**src/rtl/clksel_pkg.sv**
```systemverilog
package clksel_pkg;
  typedef enum logic [1:0] {
    SRC_DETECT = 2'd0,
    SRC_XTAL   = 2'd1,
    SRC_EXT    = 2'd2
  } src_state_t;
endpackage

```
**src/rtl/clksel_rst_sync.sv**
```systemverilog
module clksel_rst_sync #(
  parameter int STAGES = 2
) (
  input  logic clk,
  input  logic rst_n,
  output logic rst_s_n
);
  logic [STAGES-1:0] chain_q;
  logic [STAGES-1:0] chain_d;

  always_comb begin
    chain_d = {chain_q[STAGES-2:0], 1'b1};
  end

  always_ff @(posedge clk or negedge rst_n) begin
    if (!rst_n) chain_q <= '0;
    else        chain_q <= chain_d;
  end

  assign rst_s_n = chain_q[STAGES-1];
endmodule

```
**src/rtl/clksel_detect.sv**
```systemverilog
module clksel_detect
  import clksel_pkg::*;
#(
  parameter int WIN   = 64,
  parameter int EDGES = 8,
  parameter int SYNC  = 2
) (
  input  logic clk,
  input  logic rst_n,
  input  logic pin_in,
  output logic decided,
  output logic ext_sel
);
  localparam int WW = $clog2(WIN);
  localparam int EW = $clog2(EDGES + 1);
  localparam logic [WW-1:0] WIN_LAST  = WW'(WIN - 1);
  localparam logic [EW-1:0] EDGE_LAST = EW'(EDGES - 1);

  logic [SYNC:0]   smp_q, smp_d;
  logic [WW-1:0]   win_q, win_d;
  logic [EW-1:0]   cnt_q, cnt_d;
  src_state_t      st_q, st_d;
  logic            edge_seen;
  logic            in_win;

  assign edge_seen = smp_q[SYNC] ^ smp_q[SYNC-1];
  assign in_win    = (st_q == SRC_DETECT);

  always_comb begin
    smp_d = {smp_q[SYNC-1:0], pin_in};
    win_d = win_q;
    cnt_d = cnt_q;
    st_d  = st_q;
    if (in_win) begin
      win_d = win_q + 1'b1;
      if (edge_seen) cnt_d = cnt_q + 1'b1;
      if (edge_seen && cnt_q == EDGE_LAST) st_d = SRC_EXT;
      else if (win_q == WIN_LAST)          st_d = SRC_XTAL;
    end
  end

  always_ff @(posedge clk or negedge rst_n) begin
    if (!rst_n) begin
      smp_q <= '0;
      win_q <= '0;
      cnt_q <= '0;
      st_q  <= SRC_DETECT;
    end else begin
      smp_q <= smp_d;
      win_q <= win_d;
      cnt_q <= cnt_d;
      st_q  <= st_d;
    end
  end

  assign decided = (st_q != SRC_DETECT);
  assign ext_sel = (st_q == SRC_EXT);

  AST_EDGE_BOUND: assert property (@(posedge clk) disable iff (!rst_n)
    cnt_q <= EW'(EDGES)) else $error("edge count overflow");
  AST_EXT_NEEDS_EDGES: assert property (@(posedge clk) disable iff (!rst_n)
    ext_sel |-> cnt_q == EW'(EDGES)) else $error("ext without enough edges");
  AST_SRC_LOCKED: assert property (@(posedge clk) disable iff (!rst_n)
    decided |=> decided && $stable(ext_sel)) else $error("source changed");
endmodule

```
**src/rtl/clksel_div.sv**
```systemverilog
module clksel_div (
  input  logic clk,
  input  logic rst_n,
  input  logic div_bit,
  output logic clk_out
);
  logic tog_q, tog_d;
  logic div_q, div_d;

  always_comb begin
    tog_d = ~tog_q;
    div_d = div_bit;
  end

  always_ff @(posedge clk or negedge rst_n) begin
    if (!rst_n) begin
      tog_q <= 1'b0;
      div_q <= 1'b0;
    end else begin
      tog_q <= tog_d;
      div_q <= div_d;
    end
  end

  assign clk_out = div_q ? tog_q : clk;

  AST_DIV_TOGGLE: assert property (@(posedge clk) disable iff (!rst_n)
    1'b1 |=> tog_q != $past(tog_q)) else $error("divider stuck");
endmodule

```
**src/rtl/clksel_top.sv**
```systemverilog
module clksel_top #(
  parameter int WIN   = 64,
  parameter int EDGES = 8,
  parameter int SYNC  = 2
) (
  input  logic rst_n,
  input  logic oe_bit,
  input  logic div_bit,
  input  logic xtal_clk,
  input  logic pin_in,
  output logic osc_en,
  output logic pin_out,
  output logic pin_oe,
  output logic int_clk,
  output logic ext_sel
);
  logic rst_s_n;
  logic decided;
  logic div_clk;

  assign osc_en = rst_n;

  clksel_rst_sync #(.STAGES(2)) u_rst (
    .clk(xtal_clk), .rst_n(rst_n), .rst_s_n(rst_s_n)
  );

  clksel_detect #(.WIN(WIN), .EDGES(EDGES), .SYNC(SYNC)) u_det (
    .clk(xtal_clk), .rst_n(rst_s_n), .pin_in(pin_in),
    .decided(decided), .ext_sel(ext_sel)
  );

  clksel_div u_div (
    .clk(xtal_clk), .rst_n(rst_s_n), .div_bit(div_bit), .clk_out(div_clk)
  );

  assign pin_oe  = decided && !ext_sel && oe_bit && rst_n;
  assign pin_out = pin_oe ? div_clk : 1'b0;
  assign int_clk = ext_sel ? pin_in : xtal_clk;

  AST_NO_DRIVE_IN_WINDOW: assert property (@(posedge xtal_clk) disable iff (!rst_s_n)
    !decided |-> !pin_oe) else $error("pin driven during detection");
  AST_NO_DRIVE_EXT: assert property (@(posedge xtal_clk) disable iff (!rst_s_n)
    ext_sel |-> !pin_oe) else $error("pin driven against external clock");
endmodule

```
**config.mk**
```make
export PLATFORM = sky130hd
export DESIGN_NAME = clksel_top
export DESIGN_NICKNAME = d
export VERILOG_FILES = /design/src/rtl/clksel_pkg.sv /design/src/rtl/clksel_rst_sync.sv /design/src/rtl/clksel_detect.sv /design/src/rtl/clksel_div.sv /design/src/rtl/clksel_top.sv
export SDC_FILE = /design/constraint.sdc
export NUM_CORES = 1
export LEC_CHECK = 0
export ABC_AREA = 1
export BUFFER_PORTS_ARGS = -buffer_cell sky130_fd_sc_hd__buf_2
export CAP_MARGIN = 15
export CORE_MARGIN = 2
export CORE_UTILIZATION = 50
export CTS_BUF_LIST = sky130_fd_sc_hd__clkbuf_8
export DETAILED_ROUTE_END_ITERATION = 8
export HOLD_SLACK_MARGIN = 0.15
export PLACE_DENSITY = 0.73
export SLEW_MARGIN = 20
export SYNTH_ARGS = -nofsm -noshare
export SYNTH_HDL_FRONTEND = slang
export SYNTH_HIERARCHICAL = 1
export SYNTH_SLANG_ARGS = --single-unit
```
**constraint.sdc**
```tcl
create_clock -name xtal_clk -period 0.9 [get_ports xtal_clk]
set_input_delay 0.225 -clock xtal_clk [delete_from_list [all_inputs] [get_ports xtal_clk]]
set_output_delay 0.225 -clock xtal_clk [all_outputs]
set_load 0.005 [all_outputs]
```
== Yosys cells after proc, flatten, opt, wreduce, memory -nomap -nowiden ==
Cells that the tools add are included.
Word-level totals
  flip-flop bits (word level): 19
  bits of input ports: 5
  logic and storage cells: 29
  output and inout bits: 5
Operators by class
  multiplexer cells: 5
  equal/unequal tests: 3
  add/sub/neg operators: 2
  reduce and logical (&&, ||, !) cells: 10
  bitwise operators: 2
Operators with widths (number)
  $add A6 B1 Y6 const B: 1
  $eq A6 B6 Y1 const B: 1
  $add A4 B1 Y4 const B: 1
  $eq A4 B3 Y1 const B: 1
  $logic_and A1 B1 Y1: 4
  $mux W2: 2
  $reduce_and A2 Y1: 2
  $reduce_bool A2 Y1: 2
  $mux W1: 3
  $eq A2 B2 Y1 const B: 1
  $logic_not A2 Y1: 1
  $logic_not A1 Y1: 1
  $not A1 Y1: 1
  $xor A1 B1 Y1: 1

== Depth between registers and ports, before layout ==
  word-level depth: 6
  mapped depth: 7
  gate-level depth less buffers: 7

== Cells and area by module ==
The synthesis kept the hierarchy.
By module, submodules not included
  clksel_detect: sequential area each 375.4 um^2, cells each 82, area an instance 700.7 um^2, instances 1
  clksel_div: sequential area each 50.0 um^2, cells each 7, area an instance 68.8 um^2, instances 1
  clksel_rst_sync: sequential area each 50.0 um^2, cells each 3, area an instance 53.8 um^2, instances 1
  clksel_top: sequential area each 0.0 um^2, cells each 10, area an instance 50.0 um^2, instances 1

==> reports/metrics.cfg <==
[routing]
routed_via_density = 5.19
drc_errors = 0
vias = 825
firstDrtPassIters = 4
wirelength_um = 2400
drt-initial-drc-count = 25
wl_per_cell_um = 15.1
ant_nets = 0

[floorplanning]
die_h_um = 45.8
core_area_sq_um = 1690
fp.dieArea_sq_um = 2100
ios = 10
die_w_um = 45.8
rows = 15
initial_core_util = 0.517

[finish]
area_delta_synth_final_pct = 50.7
final_common_cell = nand2_1
mostFrequentLayoutCells = nand2_1, dfrtp_1, buf_4
fillerInstances = 97
diodes = 0
nNetsFinal = 150
regArea_sq_um = 477
multiInputGateArea_sq_um = 397
fin_cells = 159
drive_gt1_frac = 0.444

[pwr]
cellPowerDensity_nw_per_um2 = 3630
leakage_nw = 0.686
design_power_total_w = 0.00478
ir_drop_v = 0.00293

[grt]
grt_pass1_vias = 802
grt_pass1_wl_um = 3340
met3_usage = 0.0913
use_met1 = 0.261
grt_max_degree = 14
grt_usage = 0.249
grt-ovfl-total = 0
grt_use_met2 = 0.372
grt_antenna_before_repair = 0
busiest_layer = met2

[job]
cap_violations = 0

[sta]
rsz0062_at_grt = yes
hold_viol = 0
period_needed_ns = 1.54
fin_skew_ns = 0.00315
fin_ws_ns = -0.641
finalMaxSlewViolations = 0
period_share = 1.71
max_clock_freq_mhz = 649
setup_viol_count_final = 21

[synthesis]
syn_area_sq_um = 873
synth_cells = 102
synth_cell_type_count = 18
synth_seq_cells = 19
synth_area_per_cell_sq_um = 8.56
ys_warn_count = 6
syn_nets = 109
ys_seq_area_frac = 0.544

[worst_setup_path]
r2r_end = u_det/st_q[0]$_DFFE_PN0P_
path_class = reg2out
reg2reg_setup_slack_ns = -0.41
path_max_fanout = 3
r2r_cells = 6
cpMostUsedCell = buf_6
cp.required_ns = 0.67
crit_path_start_kind = register
worst_ep_arrival_time_ns = 1.32
crit_slowest_cell = dfrtp_1
timing.rr.start = u_det/st_q[0]$_DFFE_PN0P_
setup.worst_path.end_class = output port
critPathMaxStageDelay_ns = 0.41
path_cells = inv_2 -> nor2_4 -> buf_4 -> buf_6 -> buf_6

[placed_design]
io_buffers = 9
routabilityCongestion = 0.672
post-place-cells = 138
hpwl_um = 1210

[clock_tree]
cts_tree = done
holdBufCountCts = 3
clk_pin_slew_ns = 0.07
clk-insertion-delay-late_ns = 0.38

[status]
status = finished, violations left
violations = negative setup slack

[hold_path]
holdCritPathClass = reg2async

[per-layer routing]
| metal | vias up | routed length, um |
|---|---|---|
| li1 | 388 | - |
| met1 | 390 | 917 |
| met2 | 37 | 1220 |
| met3 | 10 | 147 |
| met4 | 0 | 119 |
| met5 | - | 0 |
[worst max-delay path: cells and delay by family, from the launching register on]
| kind | cells | cell delay [ns] |
|---|---|---|
| buf+inv | 4 | 0.45 |
| flops | 1 | 0.41 |
| simple gates | 1 | 0.06 |
[state kept, by name (all words and copies together), names as in the netlist]
register,flops
u_det/smp_q,3
u_det/cnt_q,4
u_det/st_q,2
u_rst/chain_q,2
u_div/tog_q,1
u_div/div_q,1
u_det/win_q,6
[stage by stage]
stage / instance area [sq um] / util / worst slack, ns / hold slack (ns) / TNS (ns)
4_1_cts: 1230 / 0.727 / -0.563 / 0.0883 / -4.27
3_5_place_dp: 1040 / 0.616 / -0.232 / 0.0813 / -2.39
3_3_place_gp: 1040 / 0.616 / -0.171 / 0.0760 / -1.61
2_1_floorplan: 898 / - / -0.0751 / -0.0706 / -0.512
5_1_grt: 1320 / 0.779 / -0.668 / 0.109 / -6.29
6_report: 1320 / 0.779 / -0.641 / 0.0954 / -5.83
[cells in the mapped netlist (all sizes together)]
library cell  count  area, sq um
buf               1         7.51
conb              1         3.75
dfrtp            19          475
ha                2         25.0
inv              17         63.8
nand2            39          156
nand3             5         25.0
nand4             4         25.0
nor2              7         36.3
nor3              1         10.0
o21ai             2         10.0
xnor2             2         17.5
xor2              2         17.5
[logic make-up after synthesis]
kind of cell | Yosys count | share of synthesized area
AOI/OAI and AO/OA | 2 | 0.0115
buffers and inverters | 18 | 0.0817
DFF | 19 | 0.544
other | 1 | 0.00429
xor gates and xnor gates | 4 | 0.0401
adders and majority gates | 2 | 0.0286
and+or+nand+nor | 56 | 0.289
[area by class of cell]
cell class	count	share of cell area
Clock buffer	9	0.0808
Clock inverter	2	0.00665
Inverter	16	0.0475
Multi-Input combinational cell	65	0.301
Sequential cell	19	0.362
Tap cell	17	0.0162
Timing Repair Buffer	31	0.185
[power breakdown]
| group | leakage, nW | internal, W | switching, W | total [W] |
|---|---|---|---|---|
| registers | 0.231 | 0.00112 | 0.000285 | 0.00141 |
| clock network | 0.0824 | 0.000745 | 0.000500 | 0.00124 |
| logic | 0.372 | 0.00108 | 0.00104 | 0.00212 |
[how the worst max path moves through the flow]
stage	startpoint	end	slack (ns)	cells after the start
after global placement	u_det/st_q[0]$_DFFE_PN0P_	pin_oe	-0.17	5
after detailed placement	u_det/st_q[0]$_DFFE_PN0P_	pin_oe	-0.23	5
after global routing	u_div/div_q$_DFF_PN0_	pin_out	-0.67	6
after floorplan	u_det/st_q[0]$_DFFE_PN0P_	pin_out	-0.08	4
after CTS	u_det/st_q[1]$_DFFE_PN0P_	pin_out	-0.56	6
final	u_det/st_q[1]$_DFFE_PN0P_	ext_sel	-0.64	5
[what timing repair did]
| item | CTS | global route |
|---|---|---|
| pin swaps | 6 | 9 |
| buffers inserted | 5 | 6 |
| gates resized for setup | 7 | 14 |
| hold endpoints to repair | 8 | 4 |
| setup endpoints to repair | 21 | 22 |
(Power assumes the default switching activity.)
